**src/rtl/msi_cap_pkg.sv**
```systemverilog
package msi_cap_pkg;

   localparam int unsigned IDX_W        = 3;
   localparam int unsigned MAX_VEC_LOG2 = 5;

   // Total capability length in bytes for a given layout.
   function automatic int unsigned cap_len_bytes(input bit a64, input bit pvm);
      if (a64 && pvm)  return 32'h18;
      else if (a64)    return 32'h0E;
      else if (pvm)    return 32'h14;
      else             return 32'h0A;
   endfunction

   // Dword index of the data word; mask and pending follow it.
   function automatic int unsigned data_dword(input bit a64);
      return a64 ? 3 : 2;
   endfunction

   // Bits of the vector span for a given capable log2 count.
   function automatic logic [31:0] vec_span(input int unsigned lg2);
      logic [63:0] wide;
      wide = (64'd1 << (64'd1 << lg2)) - 64'd1;
      return wide[31:0];
   endfunction

endpackage

```
**src/rtl/msi_ctrl_reg.sv**
```systemverilog
module msi_ctrl_reg #(
   parameter int unsigned CAP_LOG2 = 5
) (
   input  logic       clk,
   input  logic       rst_n,
   input  logic       wr_en,
   input  logic [7:0] wr_byte,
   output logic       en,
   output logic [2:0] mme
);

   localparam logic [2:0] CAP = 3'(CAP_LOG2);

   logic [2:0] req;
   assign req = wr_byte[6:4];

   always_ff @(posedge clk) begin
      if (!rst_n) begin
         en  <= 1'b0;
         mme <= 3'd0;
      end else if (wr_en) begin
         en  <= wr_byte[0];
         mme <= (req > CAP) ? CAP : req;
      end
   end

   // stored count never exceeds the capable count
   p_mme_clamped_r3: assert property (@(posedge clk) disable iff (!rst_n)
      wr_en |=> (mme <= CAP));

   // an in-range request is kept as written
   p_mme_exact_r3: assert property (@(posedge clk) disable iff (!rst_n)
      (wr_en && wr_byte[6:4] <= CAP) |=> (mme == $past(wr_byte[6:4])));

   // no write, no change
   p_ctrl_hold_r8: assert property (@(posedge clk) disable iff (!rst_n)
      !wr_en |=> $stable({en, mme}));

   // reset clears the writable control fields
   p_ctrl_reset_r1: assert property (@(posedge clk)
      !rst_n |=> (!en && mme == 3'd0));

endmodule

```
**src/rtl/msi_msg_regs.sv**
```systemverilog
module msi_msg_regs #(
   parameter bit ADDR64 = 1'b1
) (
   input  logic        clk,
   input  logic        rst_n,
   input  logic [3:0]  lo_be,
   input  logic [3:0]  hi_be,
   input  logic [1:0]  dat_be,
   input  logic [31:0] wdata,
   output logic [31:0] addr_lo,
   output logic [31:0] addr_hi,
   output logic [15:0] data
);

   // Low address, bits [1:0] are not stored.
   logic [31:2] lo_q;

   always_ff @(posedge clk) begin
      if (!rst_n) begin
         lo_q <= '0;
      end else begin
         if (lo_be[0]) lo_q[7:2]   <= wdata[7:2];
         if (lo_be[1]) lo_q[15:8]  <= wdata[15:8];
         if (lo_be[2]) lo_q[23:16] <= wdata[23:16];
         if (lo_be[3]) lo_q[31:24] <= wdata[31:24];
      end
   end
   assign addr_lo = {lo_q, 2'b00};

   generate
      if (ADDR64) begin : g_hi
         logic [31:0] hi_q;
         for (genvar b = 0; b < 4; b++) begin : g_lane
            always_ff @(posedge clk) begin
               if (!rst_n)       hi_q[8*b +: 8] <= '0;
               else if (hi_be[b]) hi_q[8*b +: 8] <= wdata[8*b +: 8];
            end
         end
         assign addr_hi = hi_q;

         // high address lanes follow the written bytes
         p_hi_write_r4: assert property (@(posedge clk) disable iff (!rst_n)
            hi_be[3] |=> (addr_hi[31:24] == $past(wdata[31:24])));
      end else begin : g_no_hi
         assign addr_hi = '0;
      end
   endgenerate

   logic [15:0] dat_q;
   for (genvar b = 0; b < 2; b++) begin : g_dat
      always_ff @(posedge clk) begin
         if (!rst_n)         dat_q[8*b +: 8] <= '0;
         else if (dat_be[b]) dat_q[8*b +: 8] <= wdata[8*b +: 8];
      end
   end
   assign data = dat_q;

   // untouched address low stays put
   p_lo_hold_r8: assert property (@(posedge clk) disable iff (!rst_n)
      (lo_be == 4'b0) |=> $stable(addr_lo));

   // data byte 0 takes the written byte
   p_data_lane_r5: assert property (@(posedge clk) disable iff (!rst_n)
      dat_be[0] |=> (data[7:0] == $past(wdata[7:0])));

   // untouched data stays put
   p_data_hold_r8: assert property (@(posedge clk) disable iff (!rst_n)
      (dat_be == 2'b0) |=> $stable(data));

endmodule

```
**src/rtl/msi_vec_regs.sv**
```systemverilog
module msi_vec_regs
   import msi_cap_pkg::*;
#(
   parameter bit          PVMASK   = 1'b1,
   parameter int unsigned CAP_LOG2 = 5
) (
   input  logic        clk,
   input  logic        rst_n,
   input  logic [3:0]  mask_be,
   input  logic [31:0] wdata,
   input  logic [31:0] pend_set,
   input  logic [31:0] pend_clr,
   output logic [31:0] mask,
   output logic [31:0] pending
);

   localparam logic [31:0] SPAN = vec_span(CAP_LOG2);

   generate
      if (PVMASK) begin : g_vec
         logic [31:0] mask_q;
         logic [31:0] pend_q;

         for (genvar b = 0; b < 4; b++) begin : g_lane
            always_ff @(posedge clk) begin
               if (!rst_n)
                  mask_q[8*b +: 8] <= '0;
               else if (mask_be[b])
                  mask_q[8*b +: 8] <= wdata[8*b +: 8] & SPAN[8*b +: 8];
            end
         end

         always_ff @(posedge clk) begin
            if (!rst_n) pend_q <= '0;
            else        pend_q <= ((pend_q & ~pend_clr) | pend_set) & SPAN;
         end

         assign mask    = mask_q;
         assign pending = pend_q;

         // a set strobe in range lands on the next edge
         p_pend_set_r7: assert property (@(posedge clk) disable iff (!rst_n)
            (|(pend_set & SPAN)) |=>
               ((pending & $past(pend_set & SPAN)) == $past(pend_set & SPAN)));

         // a clear strobe without a set empties the bit
         p_pend_clr_r7: assert property (@(posedge clk) disable iff (!rst_n)
            (|(pend_clr & ~pend_set)) |=>
               ((pending & $past(pend_clr & ~pend_set)) == 32'h0));

         // mask bits above the capable count stay zero after a write
         p_mask_span_r6: assert property (@(posedge clk) disable iff (!rst_n)
            (|mask_be) |=> ((mask & ~SPAN) == 32'h0));

         // no lane enabled, no mask change
         p_mask_hold_r8: assert property (@(posedge clk) disable iff (!rst_n)
            (mask_be == 4'b0) |=> $stable(mask));
      end else begin : g_no_vec
         assign mask    = '0;
         assign pending = '0;
      end
   endgenerate

endmodule

```
**src/rtl/msi_cap_regs.sv**
```systemverilog
module msi_cap_regs
   import msi_cap_pkg::*;
#(
   parameter bit          ADDR64       = 1'b1,
   parameter bit          PVMASK       = 1'b1,
   parameter int unsigned CAP_VEC_LOG2 = 5
) (
   input  logic             clk,
   input  logic             rst_n,
   input  logic             cfg_wr,
   input  logic [IDX_W-1:0] cfg_idx,
   input  logic [3:0]       cfg_be,
   input  logic [31:0]      cfg_wdata,
   output logic [31:0]      cfg_rdata,
   input  logic [31:0]      pend_set,
   input  logic [31:0]      pend_clr,
   output logic             msi_enable,
   output logic [2:0]       vec_en_log2,
   output logic [63:0]      msg_addr,
   output logic [15:0]      msg_data,
   output logic [31:0]      vec_mask,
   output logic [31:0]      vec_pending
);

   localparam int unsigned CAP_LEN  = cap_len_bytes(ADDR64, PVMASK);
   localparam int unsigned IDX_DATA = data_dword(ADDR64);
   localparam int unsigned IDX_MASK = IDX_DATA + 1;
   localparam int unsigned IDX_PEND = IDX_DATA + 2;
   localparam logic [2:0]  CAP      = 3'(CAP_VEC_LOG2);

   generate
      if (CAP_VEC_LOG2 > MAX_VEC_LOG2) begin : g_bad_cap
         $error("CAP_VEC_LOG2 must be at most 5");
      end
   endgenerate

   // Byte lanes of the addressed dword that lie inside the capability.
   logic [3:0] lane_live;
   logic [3:0] be_w;

   always_comb begin
      for (int l = 0; l < 4; l++)
         lane_live[l] = ((32'(cfg_idx) << 2) + 32'(l)) < 32'(CAP_LEN);
   end

   assign be_w = cfg_wr ? (cfg_be & lane_live) : 4'b0;

   logic       ctrl_wr;
   logic [3:0] lo_be, hi_be, mask_be;
   logic [1:0] dat_be;

   assign ctrl_wr = be_w[2] && (cfg_idx == 3'd0);
   assign lo_be   = (cfg_idx == 3'd1) ? be_w : 4'b0;
   assign hi_be   = (ADDR64 && cfg_idx == 3'd2) ? be_w : 4'b0;
   assign dat_be  = (cfg_idx == 3'(IDX_DATA)) ? be_w[1:0] : 2'b0;
   assign mask_be = (PVMASK && cfg_idx == 3'(IDX_MASK)) ? be_w : 4'b0;

   logic [31:0] addr_lo, addr_hi;

   msi_ctrl_reg #(.CAP_LOG2(CAP_VEC_LOG2)) u_ctrl (
      .clk     (clk),
      .rst_n   (rst_n),
      .wr_en   (ctrl_wr),
      .wr_byte (cfg_wdata[23:16]),
      .en      (msi_enable),
      .mme     (vec_en_log2)
   );

   msi_msg_regs #(.ADDR64(ADDR64)) u_msg (
      .clk     (clk),
      .rst_n   (rst_n),
      .lo_be   (lo_be),
      .hi_be   (hi_be),
      .dat_be  (dat_be),
      .wdata   (cfg_wdata),
      .addr_lo (addr_lo),
      .addr_hi (addr_hi),
      .data    (msg_data)
   );

   msi_vec_regs #(.PVMASK(PVMASK), .CAP_LOG2(CAP_VEC_LOG2)) u_vec (
      .clk      (clk),
      .rst_n    (rst_n),
      .mask_be  (mask_be),
      .wdata    (cfg_wdata),
      .pend_set (pend_set),
      .pend_clr (pend_clr),
      .mask     (vec_mask),
      .pending  (vec_pending)
   );

   assign msg_addr = {addr_hi, addr_lo};

   always_comb begin
      cfg_rdata = '0;
      if (cfg_idx == 3'd0)
         cfg_rdata = {7'b0, PVMASK, ADDR64, vec_en_log2, CAP, msi_enable, 16'h0};
      else if (cfg_idx == 3'd1)
         cfg_rdata = addr_lo;
      else if (ADDR64 && cfg_idx == 3'd2)
         cfg_rdata = addr_hi;
      else if (cfg_idx == 3'(IDX_DATA))
         cfg_rdata = {16'h0, msg_data};
      else if (PVMASK && cfg_idx == 3'(IDX_MASK))
         cfg_rdata = vec_mask;
      else if (PVMASK && cfg_idx == 3'(IDX_PEND))
         cfg_rdata = vec_pending;
   end

   // dwords wholly past the end never update a register
   p_oob_quiet_r9: assert property (@(posedge clk) disable iff (!rst_n)
      (32'(cfg_idx) * 4 >= 32'(CAP_LEN)) |=>
         $stable({msi_enable, vec_en_log2, msg_addr, msg_data, vec_mask}));

   // enable follows a control write on the next edge
   p_enable_follows_r10: assert property (@(posedge clk) disable iff (!rst_n)
      (cfg_wr && cfg_be[2] && cfg_idx == 3'd0) |=> (msi_enable == $past(cfg_wdata[16])));

endmodule

```
**config.mk**
```make
export PLATFORM = sky130hd
export DESIGN_NAME = msi_cap_regs
export DESIGN_NICKNAME = d
export VERILOG_FILES = /design/src/rtl/msi_cap_pkg.sv /design/src/rtl/msi_ctrl_reg.sv /design/src/rtl/msi_msg_regs.sv /design/src/rtl/msi_vec_regs.sv /design/src/rtl/msi_cap_regs.sv
export SDC_FILE = /design/constraint.sdc
export NUM_CORES = 1
export LEC_CHECK = 0
export ABC_AREA = 0
export BUFFER_PORTS_ARGS = -buffer_cell sky130_fd_sc_hd__buf_2
export CAP_MARGIN = 10
export CORE_UTILIZATION = 30
export DETAILED_ROUTE_END_ITERATION = 7
export PLACE_DENSITY = 0.61
export SYNTH_ARGS = -nofsm -noshare
export SYNTH_HDL_FRONTEND = slang
export SYNTH_SLANG_ARGS = --single-unit
export TNS_END_PERCENT = 100
```
**constraint.sdc**
```tcl
create_clock -name clk -period 1.3 [get_ports clk]
set_clock_uncertainty 0.1 [all_clocks]
set_input_delay 0.195 -clock clk [delete_from_list [all_inputs] [get_ports clk]]
set_output_delay 0.195 -clock clk [all_outputs]
set_load 0.005 [all_outputs]
```
---- Word level (Yosys, flattened, before mapping) ----
Cells that the tools add are included.
word-level totals
  output and inout port bits .............. 180
  input bits .............................. 106
  flip-flop bits (word level) ............. 146
cells by class
  add/sub/neg operators ................... 3
  muxes and demuxes ....................... 12
  reductions and logical operators ........ 2
  eq/ne operators ......................... 5
  order comparisons ....................... 5
  bitwise logic cells ..................... 4
operators with widths
  kind                                                                          count
  32-bit two-way mux                                                            6
  32-bit bitwise AND                                                            1
  32-bit NOT                                                                    1
  32-bit OR                                                                     1
  6-bit by 5-bit less-than comparator with 1-bit output, second input constant  3
  4-bit two-way mux                                                             4
  5-bit by 2-bit adder with 6-bit output, second input constant                 2
  5-bit by 1-bit adder with 6-bit output, second input constant                 1
  3-bit by 2-bit equality test with 1-bit output, second input constant         2
  3-bit equality test, second input constant                                    2
  5-bit less-than comparator, second input constant                             1
  4-bit bitwise AND                                                             1
  3-bit by 1-bit equality test with 1-bit output, second input constant         1
  3-bit > comparator, second input constant                                     1
  3-bit zero test                                                               1
  3-bit two-way mux                                                             1
  2-bit two-way mux                                                             1
  1-bit logical AND                                                             1

---- Logic depth before layout (Yosys ltp) ----
Gate-level depths: netlist of the first run.
  word-level depth ........................ 7
  gate-level depth with buffers ........... 6
  gate-level depth less buffers ........... 3

---- Hierarchy ----
Synthesis of the first run repeated with hierarchy kept, for this count alone.
unflattened totals
  cell total of the unflattened synthesis .. 651
  area, all modules ....................... 6812.8 um^2
by module, submodules not included
  module        area each (um^2)  times used  cells an instance
  msi_msg_regs  3027.9            1           255
  msi_vec_regs  2317.2            1           203
  msi_cap_regs  1320.0            1           179
  msi_ctrl_reg  147.6             1           14

---- Least setup slack after synthesis of the first run ----
OpenSTA, ideal clock, no wires.
  kind .................................... in2out
  start ................................... input port cfg_idx[1]
  end ..................................... output port cfg_rdata[10]
  arrival ................................. 1.028 ns
  setup slack ............................. -0.023 ns
  cell stages on the path ................. 6
  required time ........................... 1.005 ns
  cell sequence ........................... buf_6 > nor2b_1 > buf_2 > buf_2 > a22oi_1 > o221ai_1
on the way
  longest elaborated chain between the ends .. 7
  elaborated cells between the ends (all ways) .. 12
RTL lines
  element                 RTL line             source
  start, declared         msi_cap_regs.sv:11   input logic [IDX_W-1:0] cfg_idx,
  3-bit equality test     msi_cap_regs.sv:106  else if (PVMASK && cfg_idx == 3'(IDX_PEND))
  32-bit two-way mux      msi_cap_regs.sv:106
  32-bit two-way mux      msi_cap_regs.sv:104  else if (PVMASK && cfg_idx == 3'(IDX_MASK))
  32-bit two-way mux      msi_cap_regs.sv:102  else if (cfg_idx == 3'(IDX_DATA))
  32-bit two-way mux      msi_cap_regs.sv:100  else if (ADDR64 && cfg_idx == 3'd2)
  32-bit two-way mux      msi_cap_regs.sv:98   else if (cfg_idx == 3'd1)
  32-bit two-way mux (*)  msi_cap_regs.sv:96   if (cfg_idx == 3'd0)
  end, declared           msi_cap_regs.sv:14   output logic [31:0] cfg_rdata,
Every way passes the cells marked *; elsewhere a longest branch is shown, timed or not.

---- Worst setup path in the final report of the first run ----
  start ................................... register u_msg.g_hi.hi_q[20] (netlist: u_msg.addr_hi[20])
  end ..................................... output port cfg_rdata[20]
on the way
  longest elaborated chain between the ends .. 3
RTL lines
  element                          RTL line             source
  start, declared                  msi_msg_regs.sv:32   logic [31:0] hi_q;
  start signal, assigned by index  msi_msg_regs.sv:36   else if (hi_be[b]) hi_q[8*b +: 8] <= wdata[8*b +: 8];
  32-bit two-way mux               msi_cap_regs.sv:100
  32-bit two-way mux               msi_cap_regs.sv:98
  32-bit two-way mux               msi_cap_regs.sv:96
No other way between the ends.

==> impl_metrics.json, run 1 <==
{
  "timing.rr.end": "u_vec.pending[15]",
  "drive_above_1_share": 0.515,
  "r2r_slack_ns": 0.35,
  "setup_viol": 32,
  "clk_pin_slew_ns": 0.06,
  "synthTopCellsByArea": "dfxtp_1 (44%), mux2i_1 (22%), nand2_1 (9.2%), nor2b_1 (3.7%), o21a_1 (3.6%)",
  "combPwrFrac": 0.141,
  "postRouteWirelength_um": 24500,
  "synthCells": 674,
  "cts_buffers": 17,
  "finalWeightedCongestion": 0.764,
  "finalMaxSlewViolations": 0,
  "ys_seq_elements": 146,
  "die_h_um": 150,
  "wl_met1_um": 10500,
  "violations": "negative setup slack",
  "fp.dieW_um": 150,
  "arrival_ns": 1.31,
  "grt_max_degree": 30,
  "rsz0062_at_grt": "yes",
  "yosys.area.top_type_share": 0.444,
  "syn2layout_area_growth_pct": 75.4,
  "leakage_nw": 5.82,
  "io_buffers": 283,
  "wl_met3_um": 1090,
  "nNetsFinal": 1241,
  "fmax_mhz": 625,
  "swShare": 0.253,
  "slowest_stage": "dfxtp_2",
  "maxUsedRoutingLayer": "met5",
  "nFillCells": 1857,
  "dr.pass1.iters": 5,
  "cp.required_ns": 1.00,
  "core_sq_um": 21300,
  "via_count": 6822,
  "crit_buf_inv": 1,
  "yosysUniqueCellTypes": 32,
  "critPathCapture": "cfg_rdata[20]",
  "maxCapViolations": 0,
  "first_iter_violations": 266,
  "holdWs_ns": 0.0170,
  "hold_viol": 0,
  "synth_top_area_cell": "dfxtp_1",
  "overflow": 0,
  "ys_seq_area_frac": 0.444,
  "cts_tree": "built",
  "wire_per_inst_um": 17.2,
  "grt.total_usage": 0.205,
  "initial_core_util": 0.309,
  "dp_cells": 1249,
  "end_kind": "primary output",
  "design.portCount": 286,
  "drcViolationCount": 0,
  "die_area_sq_um": 22600,
  "clock_power_share": 0.445,
  "critical_path_class": "reg2out",
  "htree_levels": 4,
  "ant_nets": 0,
  "viasPerCell": 4.79,
  "r2r-start": "u_vec.pending[15]",
  "finalWorstSetupSlack_ns": -0.301,
  "cellInternalPower_mw": 8.45,
  "critPathLaunch": "u_msg.addr_hi[20]",
  "clock_sinks": 146,
  "cp_max_fo": 2,
  "fin_cells": 1424,
  "finalCritPeriodShare": 1.23,
  "first_global_vias": 6645,
  "num_rows": 53,
  "dp_hpwl_um": 15600,
  "crit_chain": "mux2i_1, a2bb2oi_1, o22ai_1, buf_2",
  "path_depth": 4,
  "cts_root_buf": "clkbuf_16",
  "clk_latency_ns": 0.41,
  "power_switching_mw": 2.87,
  "ff2ff_path_depth": 3,
  "dr_wl_met2_um": 12600,
  "avgSynthCellArea_sq_um": 9.77,
  "ir_drop_v": 0.000588,
  "cp_top_family": "flip-flops",
  "cp-start-kind": "flop",
  "cellPowerDensity_nw_per_um2": 980,
  "synth_area_sq_um": 6590,
  "antenna_found_initial": 3,
  "yosys_warnings": 0,
  "hold_path.class": "in2reg",
  "grt_pass1_wl_um": 35200,
  "clockBufferDepth": 2,
  "p_seq_frac": 0.414,
  "hp-start": "cfg_wdata[12]",
  "slowest_delay_ns": 0.32,
  "status": "finished, violations left",
  "period_minus_slack_ns": 1.60
}
cells in the mapped netlist:
cell	number
a21o_1	1
conb_1	1
nor3_4	2
o22ai_1	18
and4bb_2	2
buf_4	4
buf_1	3
nor2b_2	1
buf_2	13
nand2_4	7
nand4_4	3
a21oi_1	8
inv_1	1
o221ai_1	14
a2bb2oi_1	4
a22oi_1	22
nand3b_1	1
o211a_1	4
nand2b_4	2
and3b_1	1
nand2_1	162
nor2_1	1
nand2_2	2
or4_4	1
nand2b_1	4
dfxtp_1	146
clkbuf_1	21
mux2i_1	148
buf_6	5
and4bb_1	1
o21a_1	32
nor2b_1	39
power by group through the flow:
stage | logic, mW | clock network, mW | registers (mW)
global route | 1.71 | 5.37 | 4.70
CTS | 1.51 | 5.16 | 4.67
global placement | 1.17 | 0 | 4.77
detailed placement | 1.18 | 0 | 4.77
floorplan | 0.540 | 0 | 4.76
finish | 1.59 | 5.04 | 4.69
cells by family (layout without fill, tap and decap cells):
group           count (synthesis)  after routing  synth area share
other cells                     1              3          0.000569
buf+inv                        47            520            0.0372
simple gates                  229            229             0.178
compound gates                103            103             0.116
flops                         146            146             0.444
mux                           148            148             0.225
cell usage in the layout (no fill, tap or decap), types with 5 or more instances in the layout:
cell,instances
buf_2,239
nand2_1,162
mux2i_1,146
dfxtp_2,104
dlygate4sd3_1,93
buf_6,78
buf_4,54
dfxtp_1,42
nor2b_1,33
o21a_1,32
a22oi_2,20
buf_12,20
clkbuf_16,18
o22ai_1,17
o221ai_1,11
nand2_4,7
nand2b_4,6
nor2b_4,5
inv_6,5
sequential cells by signal, indices dropped and copies added (netlist names):
name,flops
u_msg.data,16
u_msg.addr_hi,32
u_ctrl.mme,3
u_msg.lo_q,30
u_vec.pending,32
u_ctrl.en,1
u_vec.mask,32
layer usage:
layer,track usage,vias to the layer above
met5,0,-
met4,0.0687,4
met3,0.0421,25
met2,0.362,226
met1,0.247,3285
li1,-,3282
stage by stage:
stage | power [mW] | utilization | instance area (sq um) | TNS (ns) | setup slack, ns
3_5_place_dp | 5.94 | 0.414 | 8800 | -24.77 | -0.304
3_3_place_gp | 5.93 | 0.414 | 8800 | -22.15 | -0.259
5_1_grt | 11.8 | 0.543 | 11600 | -7.83 | -0.379
2_1_floorplan | 5.30 | - | 6590 | -0.0892 | -0.00744
4_1_cts | 11.3 | 0.517 | 11000 | -5.95 | -0.290
6_report | 11.3 | 0.543 | 11600 | -5.43 | -0.301
worst min-delay path by stage:
stage / cells past startpoint / slack (ns) / to
after floorplan: 1 / 0.22 / u_vec.pending[0]
after global placement: 2 / 0.30 / u_vec.pending[31]
after detailed placement: 2 / 0.31 / u_vec.pending[28]
after CTS: 3 / 0.0002 / u_msg.lo_q[12]
after global routing: 3 / 0.01 / u_vec.mask[4]
final: 3 / 0.02 / u_vec.mask[12]
worst register-to-register path: stages, from the launching register on:
cell and delay [ns]:
dfxtp_2 0.35, buf_6 0.12, nor2b_1 0.12, o21a_1 0.16
repair_timing:
| item | in CTS | in global routing |
|---|---|---|
| gates resized for setup | 126 | 113 |
| setup buffers | 35 | 16 |
| endpoints found under the setup margin | 33 | 70 |
| hold endpoints to repair | 106 | 0 |
| hold buffers | 93 | 0 |
| gates cloned | 2 | 1 |
| pin swaps | 40 | 21 |
area by class of cell:
cell class / count / area [sq um] / share of cell area
timing repair buffer: 487 / 3900 / 0.337
multi-input combinational: 482 / 3650 / 0.316
sequential: 146 / 3050 / 0.264
clock inverter: 13 / 148 / 0.0128
tap: 275 / 344 / 0.0298
clock buffer: 19 / 453 / 0.0392
antenna: 1 / 2.50 / 0.000217
inverter: 1 / 3.75 / 0.000325
Power figures use the tool's default switching activity.
==> inputs of run 2 (changes only) <==
--- a/config.mk
+++ b/config.mk
@@ -8,9 +8,10 @@
 export ABC_AREA = 0
 export BUFFER_PORTS_ARGS = -buffer_cell sky130_fd_sc_hd__buf_2
 export CAP_MARGIN = 10
+export CORE_MARGIN = 1.5
 export CORE_UTILIZATION = 30
 export DETAILED_ROUTE_END_ITERATION = 7
-export PLACE_DENSITY = 0.61
+export PLACE_DENSITY = 0.59
 export SYNTH_ARGS = -nofsm -noshare
 export SYNTH_HDL_FRONTEND = slang
 export SYNTH_SLANG_ARGS = --single-unit
==> constraint.sdc (replaced) <==
create_clock -name clk -period 2 [get_ports clk]
set_clock_uncertainty 0.1 [all_clocks]
set_input_delay 0.3 -clock clk [delete_from_list [all_inputs] [get_ports clk]]
set_output_delay 0.3 -clock clk [all_outputs]
set_load 0.005 [all_outputs]
==> impl_metrics.json, run 2 (synthesis results as in run 1) <==
{
  "dr.pass1.iters": 4,
  "core_sq_um": 21700,
  "io_buffers": 283,
  "arrival_ns": 1.41,
  "dr_wl_met2_um": 10300,
  "hold_viol": 0,
  "finalWeightedCongestion": 0.766,
  "cellPowerDensity_nw_per_um2": 744,
  "finalWorstSetupSlack_ns": 0.194,
  "clockBufferDepth": 2,
  "antenna_found_initial": 3,
  "tns_ns": 0,
  "clk_pin_slew_ns": 0.06,
  "die_h_um": 151,
  "via_count": 6073,
  "cp_max_fo": 21,
  "seqCellArea_sq_um": 2920,
  "die_area_sq_um": 22900,
  "cp.required_ns": 1.60,
  "syn2layout_area_growth_pct": 40.4,
  "htree_levels": 4,
  "nNetsFinal": 1087,
  "layout.cells.most_common": "buf_2",
  "overflow": 0,
  "cts_buffers": 17,
  "cp-start-kind": "primary input",
  "hold_path.class": "in2reg",
  "first_global_vias": 5903,
  "clock_power_share": 0.454,
  "multiInputGateArea_sq_um": 3430,
  "cellInternalPower_mw": 5.07,
  "end_kind": "primary output",
  "cts_tree": "built",
  "critical_path_class": "in2out",
  "fmax_mhz": 554,
  "wl_met3_um": 1320,
  "maxCapViolations": 0,
  "slowest_stage": "nor2b_1",
  "wire_per_inst_um": 16.7,
  "power_switching_mw": 1.80,
  "maxUsedRoutingLayer": "met4",
  "ir_drop_v": 0.000432,
  "holdWs_ns": 0.0746,
  "viasPerCell": 4.76,
  "grt_pass1_wl_um": 31900,
  "post-place-ws_ns": 0.106,
  "first_iter_violations": 158,
  "clk_latency_ns": 0.42,
  "cts_setup_buffers": 0,
  "wl_met1_um": 9340,
  "num_rows": 54,
  "clock_sinks": 146,
  "finalMaxSlewViolations": 0,
  "grt_max_degree": 67,
  "design.portCount": 286,
  "period_minus_slack_ns": 1.81,
  "cp_common_cell": "buf_2",
  "rsz0062_at_grt": "no",
  "drive_above_1_share": 0.358,
  "postRouteWirelength_um": 21300,
  "finalCritPeriodShare": 0.903,
  "leakage_nw": 4.86,
  "ant_nets": 0,
  "dp_hpwl_um": 15400,
  "crit_chain": "buf_2, buf_4, nor2b_1, a21oi_1, o22ai_1, buf_2",
  "cts_root_buf": "clkbuf_16",
  "fp.dieW_um": 151,
  "final_cell_mix": "buf_2 (281), nand2_1 (162), mux2i_1 (148)",
  "grt.total_usage": 0.182,
  "p_seq_frac": 0.441,
  "setup_viol": 0,
  "slowest_delay_ns": 0.30,
  "nFillCells": 2162,
  "combPwrFrac": 0.105,
  "drcViolationCount": 0,
  "initial_core_util": 0.304,
  "status": "finished clean",
  "swShare": 0.262
}
-- run 2: critical path: cells and delay by family --
family,cells,cell delay (ns)
buffers and inverters,3,0.54
AND/OR/NAND/NOR,1,0.30
AO/OA/AOI/OAI,2,0.24
-- run 2: cell type report --
class / instances / area share
diodes: 3 / 0.000812
clock buffers: 17 / 0.0460
clock inverters: 15 / 0.0161
inverters: 1 / 0.000406
multi-input cells: 482 / 0.371
flip-flops and latches: 146 / 0.316
well taps: 280 / 0.0379
repair buffers: 333 / 0.211
-- run 2: path summary, 6_finish.rpt --
kind	end	startpoint	cells past startpoint	slack (ns)
worst max-delay path	cfg_rdata[22]	cfg_idx[2]	6	0.19
worst max register to register	u_vec.pending[19]	u_vec.pending[19]	2	1.16
worst min register to register	u_msg.addr_hi[23]	u_msg.addr_hi[23]	2	0.37
worst min-delay path	u_ctrl.mme[1]	cfg_wdata[21]	3	0.07
-- run 2: metrics by stage --
step / total power, mW / util / instances / area (sq um)
floorplan: 3.45 / - / 675 / 6590
global route: 7.15 / 0.426 / 1276 / 9250
detailed placement: 3.78 / 0.385 / 1210 / 8340
finish: 6.88 / 0.426 / 1277 / 9250
global placement: 3.77 / 0.385 / 1210 / 8340
CTS: 6.96 / 0.426 / 1274 / 9240
-- run 2: power by group through the flow --
stage               registers [mW]  clock network (mW)  logic, mW
global route                  3.04                3.32      0.791
floorplan                     3.10                   0      0.350
finish                        3.03                3.12      0.721
CTS                           3.03                3.20      0.726
detailed placement            3.10                   0      0.677
global placement              3.10                   0      0.671
-- run 2: per-layer routing --
metal	track usage	vias up
li1	-	2973
met1	0.221	2876
met2	0.312	200
met3	0.0464	24
met4	0.0636	0
met5	0	-
-- run 2: repair_timing --
| item | CTS | global route |
|---|---|---|
| hold buffers | 32 | 0 |
| resized for setup | 0 | 1 |
| endpoints found under the setup margin | 0 | 2 |
| hold endpoints to repair | 32 | 0 |
==> inputs of run 3 (changes only) <==
==> constraint.sdc (replaced) <==
create_clock -name clk -period 2 [get_ports clk]
set_clock_uncertainty 0.1 [all_clocks]
set_input_delay 0.6 -clock clk [delete_from_list [all_inputs] [get_ports clk]]
set_output_delay 0.6 -clock clk [all_outputs]
set_load 0.005 [all_outputs]
==> impl_metrics.json, run 3 (synthesis results as in run 1) <==
{
  "rsz0062_at_grt": "yes",
  "combPwrFrac": 0.113,
  "holdPathStages": 2,
  "period_minus_slack_ns": 2.28,
  "dr_wl_met2_um": 10700,
  "finalWeightedCongestion": 0.795,
  "cts_root_buf": "clkbuf_16",
  "via_count": 6132,
  "crit_chain": "buf_12, nor2b_4, buf_6, buf_12, a22oi_2, o221ai_2, buf_2",
  "status": "finished, violations left",
  "cp_top_family": "buffers and inverters",
  "finalMaxSlewViolations": 0,
  "layout.cells.most_common": "buf_2",
  "dr.pass1.iters": 4,
  "antenna_cells": 0,
  "initial_core_util": 0.304,
  "power_switching_mw": 1.78,
  "violations": "negative setup slack",
  "drive_above_1_share": 0.463,
  "r2r_slack_ns": 1.15,
  "hold_viol": 0,
  "ff2ff_path_depth": 2,
  "end_kind": "primary output",
  "first_global_vias": 5796,
  "hold_path.class": "in2reg",
  "htree_levels": 4,
  "setup_viol": 32,
  "dp_cells": 1241,
  "core_sq_um": 21700,
  "finalWorstSetupSlack_ns": -0.283,
  "critical_path_class": "in2out",
  "grt.total_usage": 0.188,
  "dp_hpwl_um": 16500,
  "finalCritPeriodShare": 1.14,
  "slowest_delay_ns": 0.23,
  "clk_latency_ns": 0.42,
  "ant_nets": 0,
  "fmax_mhz": 438,
  "viasPerCell": 4.79,
  "swShare": 0.244,
  "critPathLaunch": "cfg_idx[0]",
  "post-place-ws_ns": -0.307,
  "cts_tree": "built",
  "antenna_found_initial": 2,
  "crit_buf_inv": 4,
  "clk_pin_slew_ns": 0.07,
  "postRouteWirelength_um": 22300,
  "critPathCapture": "cfg_rdata[10]",
  "slowest_stage": "nor2b_4",
  "io_buffers": 283,
  "cp-start-kind": "primary input",
  "grt_pass1_wl_um": 32600,
  "syn2layout_area_growth_pct": 49.6,
  "arrival_ns": 1.58,
  "drcViolationCount": 0,
  "grt_max_degree": 55,
  "maxUsedRoutingLayer": "met5",
  "cp.required_ns": 1.30,
  "maxCapViolations": 0,
  "cp_common_cell": "buf_12",
  "timing.rr.end": "u_vec.pending[24]",
  "final_core_util": 0.454,
  "clock_power_share": 0.470,
  "leakage_nw": 5.13,
  "die_area_sq_um": 22900,
  "num_rows": 54,
  "clock_sinks": 146,
  "cellInternalPower_mw": 5.51,
  "p_seq_frac": 0.417,
  "cts_buffers": 17,
  "wl_met1_um": 9780,
  "overflow": 0,
  "cellPowerDensity_nw_per_um2": 740,
  "final_cell_mix": "buf_2 (279), nand2_1 (151), mux2i_1 (146), dfxtp_1 (146), buf_4 (37)",
  "first_iter_violations": 167,
  "wire_per_inst_um": 17.4,
  "die_h_um": 151,
  "cts.hold.buffers_added": 0,
  "power_mw": 7.29,
  "r2r-start": "u_vec.pending[24]",
  "path_depth": 7,
  "fp.dieW_um": 151,
  "nNetsFinal": 1094,
  "wl_met3_um": 1560,
  "ir_drop_v": 0.000542,
  "cp_max_fo": 7,
  "clockBufferDepth": 2,
  "design.portCount": 286,
  "fin_cells": 1281
}
==> run 3: how the worst min path moves through the flow <==
stage                              endpoint  slack (ns)              start
final                     u_vec.pending[24]        0.28       pend_set[24]
after CTS                 u_vec.pending[24]        0.27       pend_set[24]
after global routing      u_vec.pending[21]        0.26       pend_set[21]
after global placement       u_msg.lo_q[17]        0.35     u_msg.lo_q[17]
after floorplan           u_msg.addr_hi[17]        0.36  u_msg.addr_hi[17]
after detailed placement  u_msg.addr_hi[23]        0.36  u_msg.addr_hi[23]
==> run 3: stage by stage <==
step           hold WS (ns)  cell area [sq um]  setup TNS, ns
6_report              0.281               9850          -7.39
5_1_grt               0.262               9850          -8.69
4_1_cts               0.268               9700          -7.54
3_5_place_dp          0.360               8920         -18.78
3_3_place_gp          0.353               8920         -17.35
2_1_floorplan         0.360               6940         -0.490
==> run 3: layout make-up <==
| type | count | area (sq um) |
|---|---|---|
| clock inverter | 13 | 184 |
| multi-input combinational | 482 | 3810 |
| timing repair buffer | 340 | 2130 |
| clock buffer | 19 | 443 |
| sequential | 146 | 2920 |
| fill | 2087 | 11800 |
| tap | 280 | 350 |
| inverter | 1 | 3.75 |
==> run 3: what timing repair did <==
item / 4_1_cts / 5_1_grt
cloned: 1 / 2
setup endpoints to repair: 32 / 32
resized for setup: 18 / 29
setup buffers: 5 / 1
endpoints found under the hold margin: 0 / 0
pin swaps: 23 / 9
==> run 3: routing by layer <==
metal,up-vias,GRT usage
li1,3000,-
met1,2911,0.240
met2,205,0.313
met3,14,0.0500
met4,2,0.0500
met5,-,0
==> run 3: power by group through the flow <==
stage	logic (mW)	clock network (mW)	registers, mW
floorplan	0.407	0	3.10
global placement	0.770	0	3.11
detailed placement	0.777	0	3.11
CTS	0.810	3.50	3.04
global route	0.894	3.64	3.05
finish	0.823	3.43	3.04
